## src/rtl/ir_carrier_pkg.sv

```systemverilog
package ir_carrier_pkg;

  localparam int SEL_W  = 3;
  localparam int CTRL_W = SEL_W + 2;

  typedef enum logic [SEL_W-1:0] {
    SEL_D8     = 3'd0,
    SEL_D16    = 3'd1,
    SEL_D64    = 3'd2,
    SEL_D96    = 3'd3,
    SEL_D128   = 3'd4,
    SEL_D192   = 3'd5,
    SEL_STEADY = 3'd6,
    SEL_RSVD   = 3'd7
  } carrier_sel_e;

  typedef struct packed {
    logic         ind_en;
    logic         tx_en;
    carrier_sel_e sel;
  } ctrl_t;

  // Carrier period in clock cycles. Steady modes use the shortest period
  // so that a later change of selection is picked up quickly.
  function automatic int unsigned period_of(carrier_sel_e s);
    case (s)
      SEL_D8:   return 8;
      SEL_D16:  return 16;
      SEL_D64:  return 64;
      SEL_D96:  return 96;
      SEL_D128: return 128;
      SEL_D192: return 192;
      default:  return 8;
    endcase
  endfunction

  function automatic logic is_steady(carrier_sel_e s);
    return (s == SEL_STEADY) || (s == SEL_RSVD);
  endfunction

endpackage

```

## src/rtl/ir_ctrl_regs.sv

```systemverilog
module ir_ctrl_regs
  import ir_carrier_pkg::*;
(
  input  logic              clk,
  input  logic              rst_n,
  input  logic              wr_en,
  input  logic [CTRL_W-1:0] wr_data,
  output ctrl_t             ctrl_q,
  output ctrl_t             ctrl_nxt
);

  assign ctrl_nxt = wr_en ? ctrl_t'(wr_data) : ctrl_q;

  always_ff @(posedge clk or negedge rst_n) begin
    if (!rst_n) ctrl_q <= '0;
    else        ctrl_q <= ctrl_nxt;
  end

  // the control word holds whenever no strobe is given
  p_hold_r2: assert property (@(posedge clk) disable iff (!rst_n)
    !wr_en |=> $stable(ctrl_q));

endmodule

```

## src/rtl/ir_div_counter.sv

```systemverilog
module ir_div_counter
  import ir_carrier_pkg::*;
#(
  parameter int CNT_W = 8
)(
  input  logic             clk,
  input  logic             rst_n,
  input  logic             en,
  input  carrier_sel_e     sel_req,
  output carrier_sel_e     act_sel,
  output logic [CNT_W-1:0] cnt,
  output logic             wrap,
  output logic             carrier
);

  logic [CNT_W-1:0] last_c;
  logic [CNT_W-1:0] half_c;

  always_comb begin
    last_c = CNT_W'(period_of(act_sel) - 1);
    half_c = CNT_W'(period_of(act_sel) / 2);
  end

  assign wrap    = en && (cnt == last_c);
  assign carrier = is_steady(act_sel) || (cnt < half_c);

  // Idle or at a boundary: restart at zero and adopt the requested selection.
  always_ff @(posedge clk or negedge rst_n) begin
    if (!rst_n) begin
      cnt     <= '0;
      act_sel <= SEL_D8;
    end else if (!en || wrap) begin
      cnt     <= '0;
      act_sel <= sel_req;
    end else begin
      cnt     <= cnt + 1'b1;
    end
  end

  // the active divisor is frozen inside a running period
  p_sel_frozen_r8: assert property (@(posedge clk) disable iff (!rst_n)
    (en && cnt != '0) |-> $stable(act_sel));

  // the counter never runs past the selected period
  p_cnt_range_r3: assert property (@(posedge clk) disable iff (!rst_n)
    en |-> (cnt <= last_c));

endmodule

```

## src/rtl/ir_out_gate.sv

```systemverilog
module ir_out_gate (
  input  logic clk,
  input  logic rst_n,
  input  logic en,
  input  logic ind_en,
  input  logic carrier,
  output logic ir_out,
  output logic ind_n
);

  logic ir_nxt;
  logic ind_nxt;

  assign ir_nxt  = en & carrier;
  assign ind_nxt = ~(ind_en & ir_nxt);

  always_ff @(posedge clk or negedge rst_n) begin
    if (!rst_n) begin
      ir_out <= 1'b0;
      ind_n  <= 1'b1;
    end else begin
      ir_out <= ir_nxt;
      ind_n  <= ind_nxt;
    end
  end

  // reset levels
  always @(negedge clk) begin
    if (!rst_n) p_reset_levels_r1: assert (!ir_out && ind_n);
  end

  // disabled transmit forces the output low
  p_disable_low_r7: assert property (@(posedge clk) disable iff (!rst_n)
    !en |=> !ir_out);

  // indicator mirrors the modulated output
  p_ind_follow_r9: assert property (@(posedge clk) disable iff (!rst_n)
    ind_en |=> (ind_n == !ir_out));

  // indicator idles high when not enabled
  p_ind_idle_r10: assert property (@(posedge clk) disable iff (!rst_n)
    !ind_en |=> ind_n);

endmodule

```

## src/rtl/ir_carrier_gen.sv

```systemverilog
module ir_carrier_gen
  import ir_carrier_pkg::*;
#(
  parameter int MAX_PERIOD = 192,
  localparam int CNT_W = $clog2(MAX_PERIOD)
)(
  input  logic              clk,
  input  logic              rst_n,
  input  logic              wr_en,
  input  logic [CTRL_W-1:0] wr_data,
  output logic              ir_out,
  output logic              ind_n
);

  ctrl_t            ctrl_q;
  ctrl_t            ctrl_nxt;
  carrier_sel_e     act_sel;
  logic [CNT_W-1:0] cnt;
  logic             wrap;
  logic             carrier;

  ir_ctrl_regs i_regs (
    .clk      (clk),
    .rst_n    (rst_n),
    .wr_en    (wr_en),
    .wr_data  (wr_data),
    .ctrl_q   (ctrl_q),
    .ctrl_nxt (ctrl_nxt)
  );

  ir_div_counter #(.CNT_W(CNT_W)) i_div (
    .clk     (clk),
    .rst_n   (rst_n),
    .en      (ctrl_q.tx_en),
    .sel_req (ctrl_nxt.sel),
    .act_sel (act_sel),
    .cnt     (cnt),
    .wrap    (wrap),
    .carrier (carrier)
  );

  ir_out_gate i_gate (
    .clk     (clk),
    .rst_n   (rst_n),
    .en      (ctrl_q.tx_en),
    .ind_en  (ctrl_q.ind_en),
    .carrier (carrier),
    .ir_out  (ir_out),
    .ind_n   (ind_n)
  );

  // steady modes hold the output high
  p_steady_high_r5: assert property (@(posedge clk) disable iff (!rst_n)
    (ctrl_q.tx_en && is_steady(act_sel)) |=> ir_out);

  // the first enabled cycle opens a high half
  p_start_high_r6: assert property (@(posedge clk) disable iff (!rst_n)
    $rose(ctrl_q.tx_en) |=> ir_out);

endmodule

```

## config.mk

```make
export PLATFORM = sky130hd
export DESIGN_NAME = ir_carrier_gen
export DESIGN_NICKNAME = d
export VERILOG_FILES = /design/src/rtl/ir_carrier_pkg.sv /design/src/rtl/ir_ctrl_regs.sv /design/src/rtl/ir_div_counter.sv /design/src/rtl/ir_out_gate.sv /design/src/rtl/ir_carrier_gen.sv
export SDC_FILE = /design/constraint.sdc
export NUM_CORES = 1
export LEC_CHECK = 0
export ABC_CLOCK_PERIOD_IN_PS = 2200
export BUFFER_PORTS_ARGS = -buffer_cell sky130_fd_sc_hd__buf_2
export CAP_MARGIN = 20
export CORE_ASPECT_RATIO = 1.5
export CORE_UTILIZATION = 50
export CTS_BUF_LIST = sky130_fd_sc_hd__clkbuf_8
export DETAILED_ROUTE_END_ITERATION = 10
export GPL_TIMING_DRIVEN = 1
export PLACE_DENSITY_LB_ADDON = 0.2
export SETUP_SLACK_MARGIN = 0.15
export SYNTH_ARGS = -nofsm -noshare
export SYNTH_HDL_FRONTEND = slang
export SYNTH_HIERARCHICAL = 1
export SYNTH_SLANG_ARGS = --single-unit
```

## constraint.sdc

```tcl
create_clock -name clk -period 2.2 [get_ports clk]
set_input_delay 0.66 -clock clk [delete_from_list [all_inputs] [get_ports clk]]
set_output_delay 0.66 -clock clk [all_outputs]
set_load 0.02 [all_outputs]
```

# Word-level counts from Yosys, hierarchy flattened
# Cells that the tools add are included.
[classes] add_sub_neg=2 n_mul=0 div_mod_pow=0 magnitude_cmp=1 n_eq_ne=8 n_shift=0 muxes=3 n_bitwise=3 reduce_logical=5
[ops] cell="8-bit case mux with 5 select lines" count=1
[ops] cell="3-bit equality test (second input constant)" count=4
[ops] cell="8-bit by 1-bit adder with 8-bit output (second input constant)" count=1
[ops] cell="8-bit equality test" count=1
[ops] cell="8-bit by 7-bit < comparator with 1-bit output" count=1
[ops] cell="8-bit two-way mux" count=1
[ops] cell="8-bit by 1-bit subtractor with 8-bit output (second input constant)" count=1
[ops] cell="3-bit by 2-bit equality test with 1-bit output (second input constant)" count=2
[ops] cell="3-bit by 1-bit equality test with 1-bit output (second input constant)" count=1
[ops] cell="1-bit logical OR" count=3
[ops] cell="3-bit two-way mux" count=1
[ops] cell="1-bit AND" count=2
[ops] cell="1-bit logical AND" count=1
[ops] cell="1-bit logical NOT" count=1
[ops] cell="1-bit inverter" count=1
[word_totals] ff_bits=18 latch_bits=0 ram_bits=0 mem_bits_ro=0 in_bits=8 output_inout_bits=2 wordCells=29 mem_count=0

# Longest topological paths before layout
# Gate-level depths: netlist (run 1).
[logic_depth] word_depth=7 depth_mapped=8 depth_no_buf=7

# Cells and area by module
# The synthesis (run 1) kept the hierarchy.
[modules_own_cells] mod="ir_div_counter" n_inst=1 cells_per_inst=81 area_each_um2=764.5 seq_area_each_um2=275.3
[modules_own_cells] mod="ir_ctrl_regs" n_inst=1 cells_per_inst=10 area_each_um2=181.4 seq_area_each_um2=125.1
[modules_own_cells] mod="ir_out_gate" n_inst=1 cells_per_inst=4 area_each_um2=62.6 seq_area_each_um2=51.3

# Least setup slack after synthesis (run 1)
# No wires, ideal clock.
[synth_timing] kind="reg-to-reg" start="reg i_div.act_sel[0]" end="reg i_div.act_sel[1]" setup_ns=0.127 arrival_ns=1.784 required_time_ns=2.073 slack_ns=0.289 stages_incl_launch_ff=8 path_buffers=2 synth_period_minus_slack_ns=1.911 cell_sequence="dfrtp_1 -> buf_6 -> and3b_1 -> mux2_4 -> a311oi_1 -> nand2b_2 -> buf_6 -> mux2_1"
[synth_between] elab_chain_cells=6 elab_cells_between_ends=10 classes_between="add/sub (1); eq/ne (6); mux (1); reduce/logical (2)"
[synth_lines] element="from (decl)" line_no="ir_div_counter.sv:10" text="output carrier_sel_e act_sel,"
[synth_lines] element="from (signal assigned)" line_no="ir_div_counter.sv:34" text="act_sel <= sel_req;"
[synth_lines] element="3-bit equality test, or another cell as far along" line_no="ir_carrier_pkg.sv:26" text="case (s)"
[synth_lines] element="8-bit case mux with 5 select lines (*)" line_no="ir_carrier_pkg.sv:26"
[synth_lines] element="8-bit by 1-bit subtractor with 8-bit output (*)" line_no="ir_div_counter.sv:20" text="last_c = CNT_W'(period_of(act_sel) - 1);"
[synth_lines] element="8-bit equality test (*)" line_no="ir_div_counter.sv:24" text="assign wrap = en && (cnt == last_c);"
[synth_lines] element="1-bit logical AND (*)" line_no="ir_div_counter.sv:24"
[synth_lines] element="1-bit logical OR (*)" line_no="ir_div_counter.sv:32" text="end else if (!en || wrap) begin"
# Mark *: on every way between the ends. The rest lies on a longest branch, timed or not.
# A chain may end at the register's enable or synchronous reset.

# Final worst setup path (run 1)
[layout_timing] start="reg i_div.act_sel[2]" end="reg i_div.act_sel[2]"
# Same word-level chain as after synthesis.

==> impl_metrics.env, run 1 <==
export IMPL_vdd_drop_max_mv=0.593
export IMPL_vias=699
export IMPL_postRouteWirelength_mm=1.69
export IMPL_die_w_um=38.6
export IMPL_status="complete, no violations"
export IMPL_post_dp_hpwl_mm=1.21
export IMPL_cts_resized_gates=0
export IMPL_dieHeight_um=56.8
export IMPL_p_leak_nw=0.495
export IMPL_route_detailed_drc=0
export IMPL_p_total_w=0.000836
export IMPL_place_gp_congestion=0.786
export IMPL_cp_data_required_time_ns=2.33
export IMPL_holdBufCountCts=0
export IMPL_wl_per_cell_um=13.5
export IMPL_io_pins=10
export IMPL_cts_clk_slew_worst_paths_ns=0.06
export IMPL_grt_max_degree=19
export IMPL_yosys_warnings=6
export IMPL_antenna_found_initial=0
export IMPL_synthToLayoutAreaGrowth_pct=10.9
export IMPL_drtIter0Drc=17
export IMPL_io_buffers=9
export IMPL_cap_viol_max_count=0
export IMPL_htreeDepth=1
export IMPL_initial_core_util_pct=54.0
export IMPL_clockBufferDepth=2
export IMPL_critPathMaxFanout=13
export IMPL_period_needed_ns=1.96
export IMPL_fin_area_sq_um=1110
export IMPL_core_sq_um=1850
export IMPL_overflow=0
export IMPL_netlist_area_sq_um=1000
export IMPL_relSlewSlack_pct=73.9
export IMPL_postCtsSetupBuffers=0
export IMPL_clock_latency_ns=0.25
export IMPL_final_common_cell="dfrtp_1"
export IMPL_worst_ep_arrival_time_ns=2.09
export IMPL_drive_gt1_share_pct=26.0
export IMPL_finalCritPeriodShare_pct=89.3
export IMPL_syn_nets=107
export IMPL_finalSetupViolations=0
export IMPL_p_per_area_nw_per_um2=752
export IMPL_worstSetupEndpointType="flop"
export IMPL_hold_viol=0
export IMPL_syn_inst=94
export IMPL_hold_path_class="primary input to asynchronous set/reset pin"
export IMPL_cts_buffers_inserted=3
export IMPL_fin_nets=118
export IMPL_diodes=0
export IMPL_place_ws_ns=0.184
export IMPL_final_cell_mix="15 x dfrtp_1, 12 x nor2_1, 9 x buf_2, 6 x o21ai_0, 6 x mux2_2"
export IMPL_post_route_util_pct=59.9
export IMPL_ant_nets=0
export IMPL_cp_start_kind="flop"
export IMPL_dr_pass1_iters=4
export IMPL_placementRows=19
export IMPL_tns_ns=0
export IMPL_cts_sinks=18
export IMPL_setup_slack_ns=0.236
export IMPL_cts_tree="yes"
export IMPL_worstSetupPathType="flop to flop"
export IMPL_report_final_slew_viol_count=0
export IMPL_grt_pass1_vias=712
export IMPL_max_freq_mhz=509
export IMPL_skew_ns=0.00249
export IMPL_drt_vias_per_instance=5.59
export IMPL_grt_first_pass_wirelength_mm=2.92
export IMPL_grt_setup_unrepaired="no"
export IMPL_grt_total_usage_pct=19.1
export IMPL_root_buffer="clkbuf_8"
export IMPL_postSynthAreaPerCell_sq_um=10.7
export IMPL_tightest_slew_ns=0.392
export IMPL_n_fill_cell=160
export IMPL_die_area_sq_um=2190
export IMPL_dpl_instance_area_sq_um=1050
power breakdown:
part	total [W]	internal, W	switching (W)	leakage, nW
clock network	0.000257	0.000159	0.0000987	0.0288
registers	0.000406	0.000370	0.0000360	0.224
logic	0.000172	0.0000842	0.0000878	0.243
layout make-up:
type	instances	area, sq um	share of cell area, %
timing repair buffer	11	60.1	5.41
tap	21	26.3	2.36
multi-input combinational	70	512	46.1
clock buffer	4	55.1	4.95
sequential	18	454	40.9
inverter	1	3.75	0.338
worst max-delay path: stages, from the launching register on:
cell and delay (ns):
dfrtp_2 0.48, and3b_1 0.24, mux2_4 0.30, a311oi_1 0.24, nand2b_2 0.25, mux2_1 0.34
flip-flops by register name (all words and copies together), names as in the netlist:
signal	flops
i_div/act_sel	3
i_div/cnt	8
i_gate/ind_n	1
i_gate/ir_out	1
i_regs/ctrl_q	5
per-layer routing:
metal / GRT usage (%) / vias to the layer above / routed length, um
li1: - / 351 / -
met1: 23.6 / 327 / 763
met2: 28.8 / 13 / 822
met3: 3.56 / 8 / 41
met4: 12.8 / 0 / 57
met5: 0 / - / 0
worst paths after layout:
path,startpoint,end,slack (ns),cells past startpoint
setup reg to reg,i_div/act_sel[2],i_div/act_sel[2],0.24,5
setup / recovery,i_div/act_sel[2],i_div/act_sel[2],0.24,5
hold / removal,rst_n,i_div/act_sel[1],0.33,1
hold reg to reg,i_regs/ctrl_q[4],i_gate/ind_n,0.43,1
max in group asynchronous,rst_n,i_gate/ind_n,1.55,1
min in group clk,i_regs/ctrl_q[4],i_gate/ind_n,0.43,1
through the flow:
step	instances	hold WS, ns
detailed placement	121	0.421
global placement	121	0.422
CTS	125	0.330
floorplan	94	0.364
finish	125	0.329
global route	125	0.354
Power figures use the tool's default switching activity.
==> run 2, diff against run 1 <==
Settings changed: ABC_CLOCK_PERIOD_IN_PS 2200 to 1800, CAP_MARGIN 20 to 0.
Clock period 2.2 ns to 1.8 ns, I/O delays scaled along.
==> impl_metrics.env, run 2 (synthesized netlist as in run 1, its figures left out) <==
export IMPL_synthToLayoutAreaGrowth_pct=34.8
export IMPL_cts_tree="yes"
export IMPL_cts_sinks=18
export IMPL_violations="negative setup slack"
export IMPL_diodes=0
export IMPL_relSlewSlack_pct=74.6
export IMPL_final_cell_mix="14 x dfrtp_1, 13 x buf_4, 10 x nor2_1, 9 x buf_2"
export IMPL_clock_latency_ns=0.25
export IMPL_cp_cell_sequence="and3b_2, mux2_4, a311oi_2, nand2b_4, mux2_4"
export IMPL_io_buffers=9
export IMPL_cp_start_kind="flop"
export IMPL_dpl_cell_count=133
export IMPL_path_common_cell="mux2_4"
export IMPL_finalCritPeriodShare_pct=102
export IMPL_root_buffer="clkbuf_8"
export IMPL_hold_viol=0
export IMPL_cp_depth=5
export IMPL_grt_use_met2_pct=39.8
export IMPL_skew_ns=0.00430
export IMPL_initial_core_util_pct=54.0
export IMPL_cts_buffers_inserted=3
export IMPL_finalSetupViolations=3
export IMPL_core_sq_um=1850
export IMPL_max_freq_mhz=543
export IMPL_stdcell_count=139
export IMPL_grt_total_usage_pct=24.0
export IMPL_setup_slack_ns=-0.0417
export IMPL_hold_path_class="primary input to asynchronous set/reset pin"
export IMPL_vias=795
export IMPL_clockBufferDepth=2
export IMPL_die_w_um=38.6
export IMPL_fin_area_sq_um=1350
export IMPL_period_needed_ns=1.84
export IMPL_grt_max_degree=19
export IMPL_cap_viol_max_count=0
export IMPL_status="finished, violations left"
export IMPL_largest_register="i_div/cnt"
export IMPL_ant_nets=0
export IMPL_grt_busiest_layer="met2"
export IMPL_drtIter0Drc=9
export IMPL_worstSetupEndpointType="flop"
export IMPL_wl_per_cell_um=17.1
export IMPL_grt_setup_unrepaired="yes"
export IMPL_critPathMaxFanout=4
export IMPL_place_gp_congestion=0.741
export IMPL_hold_ws_ns=0.197
export IMPL_slowest_delay_ns=0.41
export IMPL_p_leak_nw=0.606
export IMPL_placementRows=19
export IMPL_tightest_slew_ns=0.381
export IMPL_grt_first_pass_wirelength_mm=3.66
export IMPL_antenna_found_initial=0
export IMPL_fin_nets=132
export IMPL_use_met3_pct=3.56
export IMPL_htreeDepth=1
export IMPL_n_fill_cell=131
export IMPL_largestRegisters="i_div/cnt: 8 flops, i_regs/ctrl_q: 5 flops, i_div/act_sel: 3 flops"
export IMPL_worst_ep_arrival_time_ns=1.98
export IMPL_slowest_stage="dfrtp_1"
export IMPL_final_common_cell="dfrtp_1"
export IMPL_grt_pass1_vias=778
export IMPL_post_dp_hpwl_mm=1.52
export IMPL_drt_vias_per_instance=5.72
export IMPL_cp_data_required_time_ns=1.94
export IMPL_drive_gt1_share_pct=50.8
export IMPL_p_total_w=0.00121
export IMPL_dpl_instance_area_sq_um=1150
export IMPL_p_per_area_nw_per_um2=895
export IMPL_report_final_slew_viol_count=0
export IMPL_vdd_drop_max_mv=0.604
export IMPL_cp_buffers_inverters=0
export IMPL_worst_r2r_path_depth=5
export IMPL_worstSetupPathType="flop to flop"
export IMPL_use_met1_pct=31.9
export IMPL_cts_clk_slew_worst_paths_ns=0.07
export IMPL_overflow=0
export IMPL_io_pins=10
export IMPL_crit_family="multiplexers"
export IMPL_route_detailed_drc=0
export IMPL_dieHeight_um=56.8
export IMPL_postRouteWirelength_mm=2.38
export IMPL_die_area_sq_um=2190
export IMPL_dr_pass1_iters=4
export IMPL_largest_reg_flops=8
-- run 2: cell types whose count changed in the layout (fill, tap and decap cells not counted), moves of 3 or more --
| cell | change |
|---|---|
| buf_4 | +11 |
| buf_6 | +3 |
| mux2_4 | +3 |
| nor4bb_1 | -3 |
| o21ai_0 | -5 |
| o21ai_1 | +3 |
-- run 2: final cells by class --
class / count / area, sq um / share of cell area (%)
inverter: 1 / 3.75 / 0.278
sequential: 18 / 455 / 33.7
timing repair buffer: 25 / 176 / 13.1
clock buffer: 4 / 55.1 / 4.07
tap: 21 / 26.3 / 1.94
multi-input combinational: 70 / 634 / 46.9
-- run 2: path summary, 6_finish.rpt --
check	end	from	slack (ns)
min in group clk	i_gate/ind_n	i_regs/ctrl_q[4]	0.45
worst min-delay path	i_div/cnt[1]	rst_n	0.20
max in group asynchronous	i_gate/ind_n	rst_n	1.29
worst max-delay path	i_div/act_sel[1]	i_div/act_sel[1]	-0.04
worst min register to register	i_gate/ind_n	i_regs/ctrl_q[4]	0.45
worst max register to register	i_div/act_sel[1]	i_div/act_sel[1]	-0.04
-- run 2: routing by layer --
metal | wire length, um | part of all wire (%)
met1 | 955 | 40
met2 | 1380 | 58
met3 | 28 | 1.2
met4 | 17 | 0.71
met5 | 0 | 0
-- run 2: per-stage QoR --
step           util [%]   TNS, ns  setup slack, ns
3_5_place_dp       62.2   -0.0585          -0.0438
4_1_cts            66.7  -0.00632         -0.00578
5_1_grt            72.9    -0.346          -0.0873
3_3_place_gp       62.2   -0.0205          -0.0202
2_1_floorplan         -   -0.0666          -0.0333
6_report           72.9    -0.113          -0.0417
-- run 2: power by group --
part           leakage (nW)  internal [W]  switching [W]  total (W)
Sequential            0.222      0.000453      0.0000388   0.000492
Combinational         0.356      0.000202       0.000193   0.000395
Clock                0.0288      0.000194       0.000129   0.000323
-- run 2: worst reg2reg max path, delay by kind of cell (launching register included) --
kind	cells	cell delay, ns
simple gates	2	0.50
flops	1	0.41
compound gates	1	0.20
mux	2	0.62
-- run 2: timing repair --
item                       4_1_cts  5_1_grt
pin swaps                        6        9
buffers inserted                 0        2
resized for setup               14       20
setup endpoints to repair       13       13
hold buffers                     0        0
